## src/rtl/lin_ab_pkg.sv

```systemverilog
package lin_ab_pkg;

  typedef enum logic [1:0] {
    ST_IDLE,
    ST_BRK,
    ST_WAIT,
    ST_MEAS
  } meas_st_t;

  // allowed deviation: 15 % of the nominal divider, rounded down
  function automatic logic [31:0] ab_tol(input logic [31:0] nom);
    return (nom * 32'd15) / 32'd100;
  endfunction

  function automatic logic ab_in_window(input logic [31:0] nom,
                                        input logic [31:0] div);
    logic [31:0] tol;
    logic [31:0] lo;
    tol = ab_tol(nom);
    lo  = (nom > tol) ? nom - tol : 32'd0;
    return (div >= lo) && (div <= nom + tol);
  endfunction

  // eight bit periods -> clocks per bit, rounded to nearest
  function automatic logic [31:0] ab_div_from_span(input logic [31:0] span);
    return (span + 32'd4) >> 3;
  endfunction

endpackage

```

## src/rtl/lin_low_run.sv

```systemverilog
module lin_low_run #(
  parameter int CW = 21
) (
  input  logic          clk,
  input  logic          rst_n,
  input  logic          en,
  input  logic          rx,
  output logic [CW-1:0] run,
  output logic          fall
);
  logic rx_q;

  always_ff @(posedge clk or negedge rst_n) begin
    if (!rst_n) begin
      rx_q <= 1'b1;
      run  <= '0;
    end else begin
      rx_q <= rx;
      if (!en || rx)
        run <= '0;
      else if (~&run)
        run <= run + 1'b1;
    end
  end

  assign fall = en & rx_q & ~rx;
endmodule

```

## src/rtl/lin_hotplug_guard.sv

```systemverilog
module lin_hotplug_guard #(
  parameter int CW = 21
) (
  input  logic          clk,
  input  logic          rst_n,
  input  logic          en,
  input  logic          mute,
  input  logic [CW-1:0] run,
  input  logic [CW-1:0] thr,
  output logic          synced,
  output logic          guard_hit
);
  assign guard_hit = mute & (run >= thr);

  always_ff @(posedge clk or negedge rst_n) begin
    if (!rst_n)
      synced <= 1'b0;
    else
      synced <= en & (!mute | synced | guard_hit);
  end
endmodule

```

## src/rtl/lin_sync_meas.sv

```systemverilog
module lin_sync_meas
  import lin_ab_pkg::*;
#(
  parameter int DIVW = 16,
  parameter int CW   = DIVW + 5
) (
  input  logic            clk,
  input  logic            rst_n,
  input  logic            en,
  input  logic            synced,
  input  logic            rx,
  input  logic            fall,
  input  logic [CW-1:0]   run,
  input  logic [CW-1:0]   thr,
  input  logic [CW-1:0]   tmo,
  input  logic [DIVW-1:0] nom,
  output logic [DIVW-1:0] div_out,
  output logic            div_valid,
  output logic            sync_err,
  output logic            brk_evt,
  output logic            abort_evt
);
  meas_st_t        st;
  logic [CW-1:0]   cnt;
  logic [2:0]      edges;
  logic [CW-1:0]   span;
  logic [DIVW-1:0] div_calc;
  logic            win_ok;
  logic            cnt_hit;
  logic            last_edge;

  assign span      = cnt + 1'b1;
  assign div_calc  = DIVW'(ab_div_from_span(32'(span)));
  assign win_ok    = ab_in_window(32'(nom), 32'(div_calc));
  assign cnt_hit   = (span >= tmo) || (&cnt);
  assign last_edge = fall && (edges == 3'd3);
  assign brk_evt   = en && (st == ST_IDLE) && synced && (run >= thr);
  assign abort_evt = en && !fall && cnt_hit &&
                     ((st == ST_WAIT) || (st == ST_MEAS));

  always_ff @(posedge clk or negedge rst_n) begin
    if (!rst_n) begin
      st        <= ST_IDLE;
      cnt       <= '0;
      edges     <= '0;
      div_out   <= '0;
      div_valid <= 1'b0;
      sync_err  <= 1'b0;
    end else begin
      div_valid <= 1'b0;
      if (!en) begin
        st <= ST_IDLE;
      end else begin
        unique case (st)
          ST_IDLE: if (brk_evt) begin
            st       <= ST_BRK;
            sync_err <= 1'b0;
          end
          ST_BRK: if (rx) begin
            st  <= ST_WAIT;
            cnt <= '0;
          end
          ST_WAIT: begin
            if (fall) begin
              st    <= ST_MEAS;
              cnt   <= '0;
              edges <= '0;
            end else if (cnt_hit) begin
              st       <= ST_IDLE;
              sync_err <= 1'b1;
            end else begin
              cnt <= cnt + 1'b1;
            end
          end
          ST_MEAS: begin
            if (last_edge) begin
              st <= ST_IDLE;
              if (win_ok) begin
                div_out   <= div_calc;
                div_valid <= 1'b1;
              end else begin
                sync_err <= 1'b1;
              end
            end else if (cnt_hit) begin
              st       <= ST_IDLE;
              sync_err <= 1'b1;
            end else begin
              cnt <= cnt + 1'b1;
              if (fall) edges <= edges + 1'b1;
            end
          end
          default: st <= ST_IDLE;
        endcase
      end
    end
  end
endmodule

```

## src/rtl/lin_sync_autobaud.sv

```systemverilog
module lin_sync_autobaud #(
  parameter int DIVW = 16
) (
  input  logic            clk,
  input  logic            rst_n,
  input  logic            rx,
  input  logic            enable,
  input  logic            mute_req,
  input  logic [DIVW-1:0] nom_div,
  output logic [DIVW-1:0] div_out,
  output logic            div_valid,
  output logic            sync_err,
  output logic            bus_synced
);
  localparam int CW = DIVW + 5;

  logic [CW-1:0] thr;
  logic [CW-1:0] tmo;
  logic [CW-1:0] run;
  logic          fall;
  logic          guard_hit;
  logic          brk_evt;
  logic          abort_evt;

  // 11 nominal bits of dominant level; 16 nominal bits of silence
  assign thr = CW'(nom_div) * CW'(11);
  assign tmo = CW'({nom_div, 4'b0000});

  lin_low_run #(.CW(CW)) u_run (
    .clk(clk), .rst_n(rst_n), .en(enable), .rx(rx),
    .run(run), .fall(fall)
  );

  lin_hotplug_guard #(.CW(CW)) u_guard (
    .clk(clk), .rst_n(rst_n), .en(enable), .mute(mute_req),
    .run(run), .thr(thr), .synced(bus_synced), .guard_hit(guard_hit)
  );

  lin_sync_meas #(.DIVW(DIVW), .CW(CW)) u_meas (
    .clk(clk), .rst_n(rst_n), .en(enable), .synced(bus_synced),
    .rx(rx), .fall(fall), .run(run), .thr(thr), .tmo(tmo),
    .nom(nom_div), .div_out(div_out), .div_valid(div_valid),
    .sync_err(sync_err), .brk_evt(brk_evt), .abort_evt(abort_evt)
  );
endmodule

```

## config.mk

```make
export PLATFORM = sky130hd
export DESIGN_NAME = lin_sync_autobaud
export DESIGN_NICKNAME = d
export VERILOG_FILES = /design/src/rtl/lin_ab_pkg.sv /design/src/rtl/lin_low_run.sv /design/src/rtl/lin_hotplug_guard.sv /design/src/rtl/lin_sync_meas.sv /design/src/rtl/lin_sync_autobaud.sv
export SDC_FILE = /design/constraint.sdc
export NUM_CORES = 1
export LEC_CHECK = 0
export ABC_AREA = 0
export BUFFER_PORTS_ARGS = -buffer_cell sky130_fd_sc_hd__buf_2
export CAP_MARGIN = 5
export CORE_ASPECT_RATIO = 0.6
export CORE_MARGIN = 10
export CORE_UTILIZATION = 47
export CTS_BUF_LIST = sky130_fd_sc_hd__clkbuf_4 sky130_fd_sc_hd__clkbuf_8 sky130_fd_sc_hd__clkbuf_16
export DETAILED_ROUTE_END_ITERATION = 7
export PLACE_DENSITY = 0.72
export SLEW_MARGIN = 20
export SYNTH_ARGS = -nofsm -noshare
export SYNTH_HDL_FRONTEND = slang
export SYNTH_HIERARCHICAL = 1
export SYNTH_SLANG_ARGS = --single-unit
```

## constraint.sdc

```tcl
create_clock -name clk -period 7.45 [get_ports clk]
set_input_delay 0 -clock clk [delete_from_list [all_inputs] [get_ports clk]]
set_output_delay 0 -clock clk [all_outputs]
set_load 0.01 [all_outputs]
```

==> metrics.md <==
| Metric | Value |
|---|---|
| Crit path DAT | roughly 14 ns |
| Worst Tran Pin Value | 0.885 ns |
| Critical path class | input pin to register |
| Post-Syn Instances | between 1500 and 2000 |
| Crit path capture type | register |
| Hold depth | 2 |
| Place WS | -7.41 ns |
| NumNets Final | between 2000 and 3000 |
| Outcome | finished with violations |
| Non-Filler Instances | around 2700 |
| CP max stage cell | fa_2 |
| Die Height | between 150 and 200 um |
| Inserted Clock Buffers | 9 |
| Detailed Place HPWL | ~38000 um |
| Vias per cell | around 6.0 |
| Root Buffer Master | clkbuf_16 |
| RSZ-0062 raised after global routing | true |
| Fmax achieved | a little over 70 MHz |
| Total global routing overflow | 0 |
| Die X | about 240 um |
| # port buffers | 39 |
| Worst-skew pair later-pin latency | around 0.35 ns |
| HP Start | rx |
| Initial DRC Count | between 1000 and 1500 |
| CP max stage delay | roughly 0.60 ns |
| Fin crit share | 1.90 |
| FF-to-FF path depth | 21 |
| Fill count | between 2000 and 2500 |
| Setup crit start | nom_div[1] |
| DRC | 0 |
| Reg2reg start | u_meas/cnt[0]$_DFFE_PN0P_ |
| Largest net degree at the start of global routing | 68 |
| Failing checks | negative setup slack |
| # placed instances | about 2500 |
| Crit Path Max Fanout | 6 |
| CP Launch Type | input pin |
| Pins Over Slew Limit | 0 |
| Total track usage | 0.251 |
| Req. time, crit path | ~7.7 ns |
| Final setup fails | 18 |
| Setup ws final | -6.70 ns |
| YS warnings | 6 |
| Die area | 0.0371 mm2 |
| First-pass GRT wire length | 78200 um |
| Initial Utilization | 0.481 |
| DR pass1 iterations | 6 |
| R2R Setup Slk | between 1.5 and 2 ns |
| Mean post-synth cell area | 7.98 um2 |
| Layout cells sized above 1 | 0.390 |
| CTS tree | built |
| Final WL | a little over 50000 um |
| Max Cap Viol | 0 |
| Core area | between 0.02 and 0.03 mm2 |
| Final Hold Viols | 0 |
| Max_slew headroom | 0.410 |
| Clk pin slew, worst setup/hold paths | around 0.060 ns |
| Row cnt | 48 |
| Wirelength per Cell | approximately 19 um |
| Area Overhead vs Synth | 46.7% |
| CTS Sinks | 67 |
| Netlist Area Pre-Place | around 0.014 mm2 |
| Number of global-route vias before repair | roughly 15000 |
| Antenna viol nets, final | 0 |
| GPL Wtd Cong | around 0.99 |
| H-tree levels | 3 |
| Vias | ~16000 |
| Longest Clk Path Bufs | 2 |
| Initial antenna violation count | 2 |
| Crit path time final | between 10 and 15 ns |
| Clock skew | 0.00815 ns |
| Worst min path class | input pin to register |
| I/O pins | 40 |
sequential cells by signal (all words and copies together), names as in the netlist:
| name | flops |
|---|---|
| u_meas/edges | 3 |
| u_meas/div_valid | 1 |
| u_run/rx_q | 1 |
| u_meas/sync_err | 1 |
| u_guard/synced | 1 |
| u_meas/cnt | 21 |
| u_meas/div_out | 16 |
| u_run/run | 21 |
| u_meas/st | 2 |
metrics by stage:
step | utilization | setup TNS (ns) | cell area (um2) | hold slack, ns
after floorplan | - | -104.55 | 14300 | -0.296
after global placement | 0.610 | -129.56 | 17700 | 0.147
after detailed placement | 0.610 | -132.63 | 17700 | 0.146
after CTS | 0.673 | -109.42 | 19500 | 0.330
after global routing | 0.706 | -127.87 | 20400 | 0.354
final | 0.706 | -119.67 | 20400 | 0.351
final cells by class:
class,instances,area (um2),share of cell area
well taps,400,500,0.0245
diodes,2,5.00,0.000245
clock inverters,5,38.8,0.00190
repair buffers,541,4190,0.205
inverters,199,790,0.0387
clock buffers,11,240,0.0118
flip-flops and latches,67,1680,0.0822
multi-input cells,1445,13000,0.636
layer usage:
metal	global-route usage	share of wire	routed length, um	vias to the layer above
met5	0	0	0	-
met2	0.356	0.43	22000	663
li1	-	-	-	7470
met4	0.0370	0.016	831	0
met1	0.375	0.46	23900	7749
met3	0.0639	0.093	4810	70
cells in the final DEF (no fill, tap or decap), types with 31 or more instances in the layout:
master     n
buf_4    476
inv_1    180
xnor2_1   65
a21o_1    32
nand2_1  110
dfrtp_1   66
fa_1      37
o21ai_0   71
a21oi_2   39
nor2_1    99
nor3_1    31
nand4_1   38
nand3_1   48
xor2_1    33
a21oi_1   81
ha_1     175
worst paths after layout:
| kind | end |
|---|---|
| worst min-delay path | u_run/rx_q$_DFF_PN1_ |
| worst min register to register | u_meas/div_out[8]$_DFFE_PN0P_ |
| worst max-delay path | u_meas/div_out[14]$_DFFE_PN0P_ |
| max in group asynchronous | u_meas/cnt[11]$_DFFE_PN0P_ |
| worst max register to register | u_meas/div_out[14]$_DFFE_PN0P_ |
| min in group asynchronous | u_run/run[14]$_DFFE_PN0P_ |
timing repair:
| item | CTS | global route |
|---|---|---|
| endpoints found under the hold margin | 69 | 0 |
| setup buffers | 63 | 57 |
| pin swaps | 75 | 122 |
| hold buffers | 5 | 0 |
| gates resized for setup | 207 | 119 |
| gates cloned | 2 | 0 |
| setup endpoints to repair | 18 | 18 |
critical path: cells and delay by family:
family                   cells  cell delay [ns]
AO/OA/AOI/OAI               31             5.78
XOR/XNOR                     1             0.10
adder cells (fa/ha/maj)      6             2.30
buffers and inverters       13             1.75
multiplexers                 2             0.65
AND/OR/NAND/NOR             14             3.73
Power is left out: the tool's default activity adds up to more than one toggle a clock period on the data nets, which glitch-free logic cannot reach.
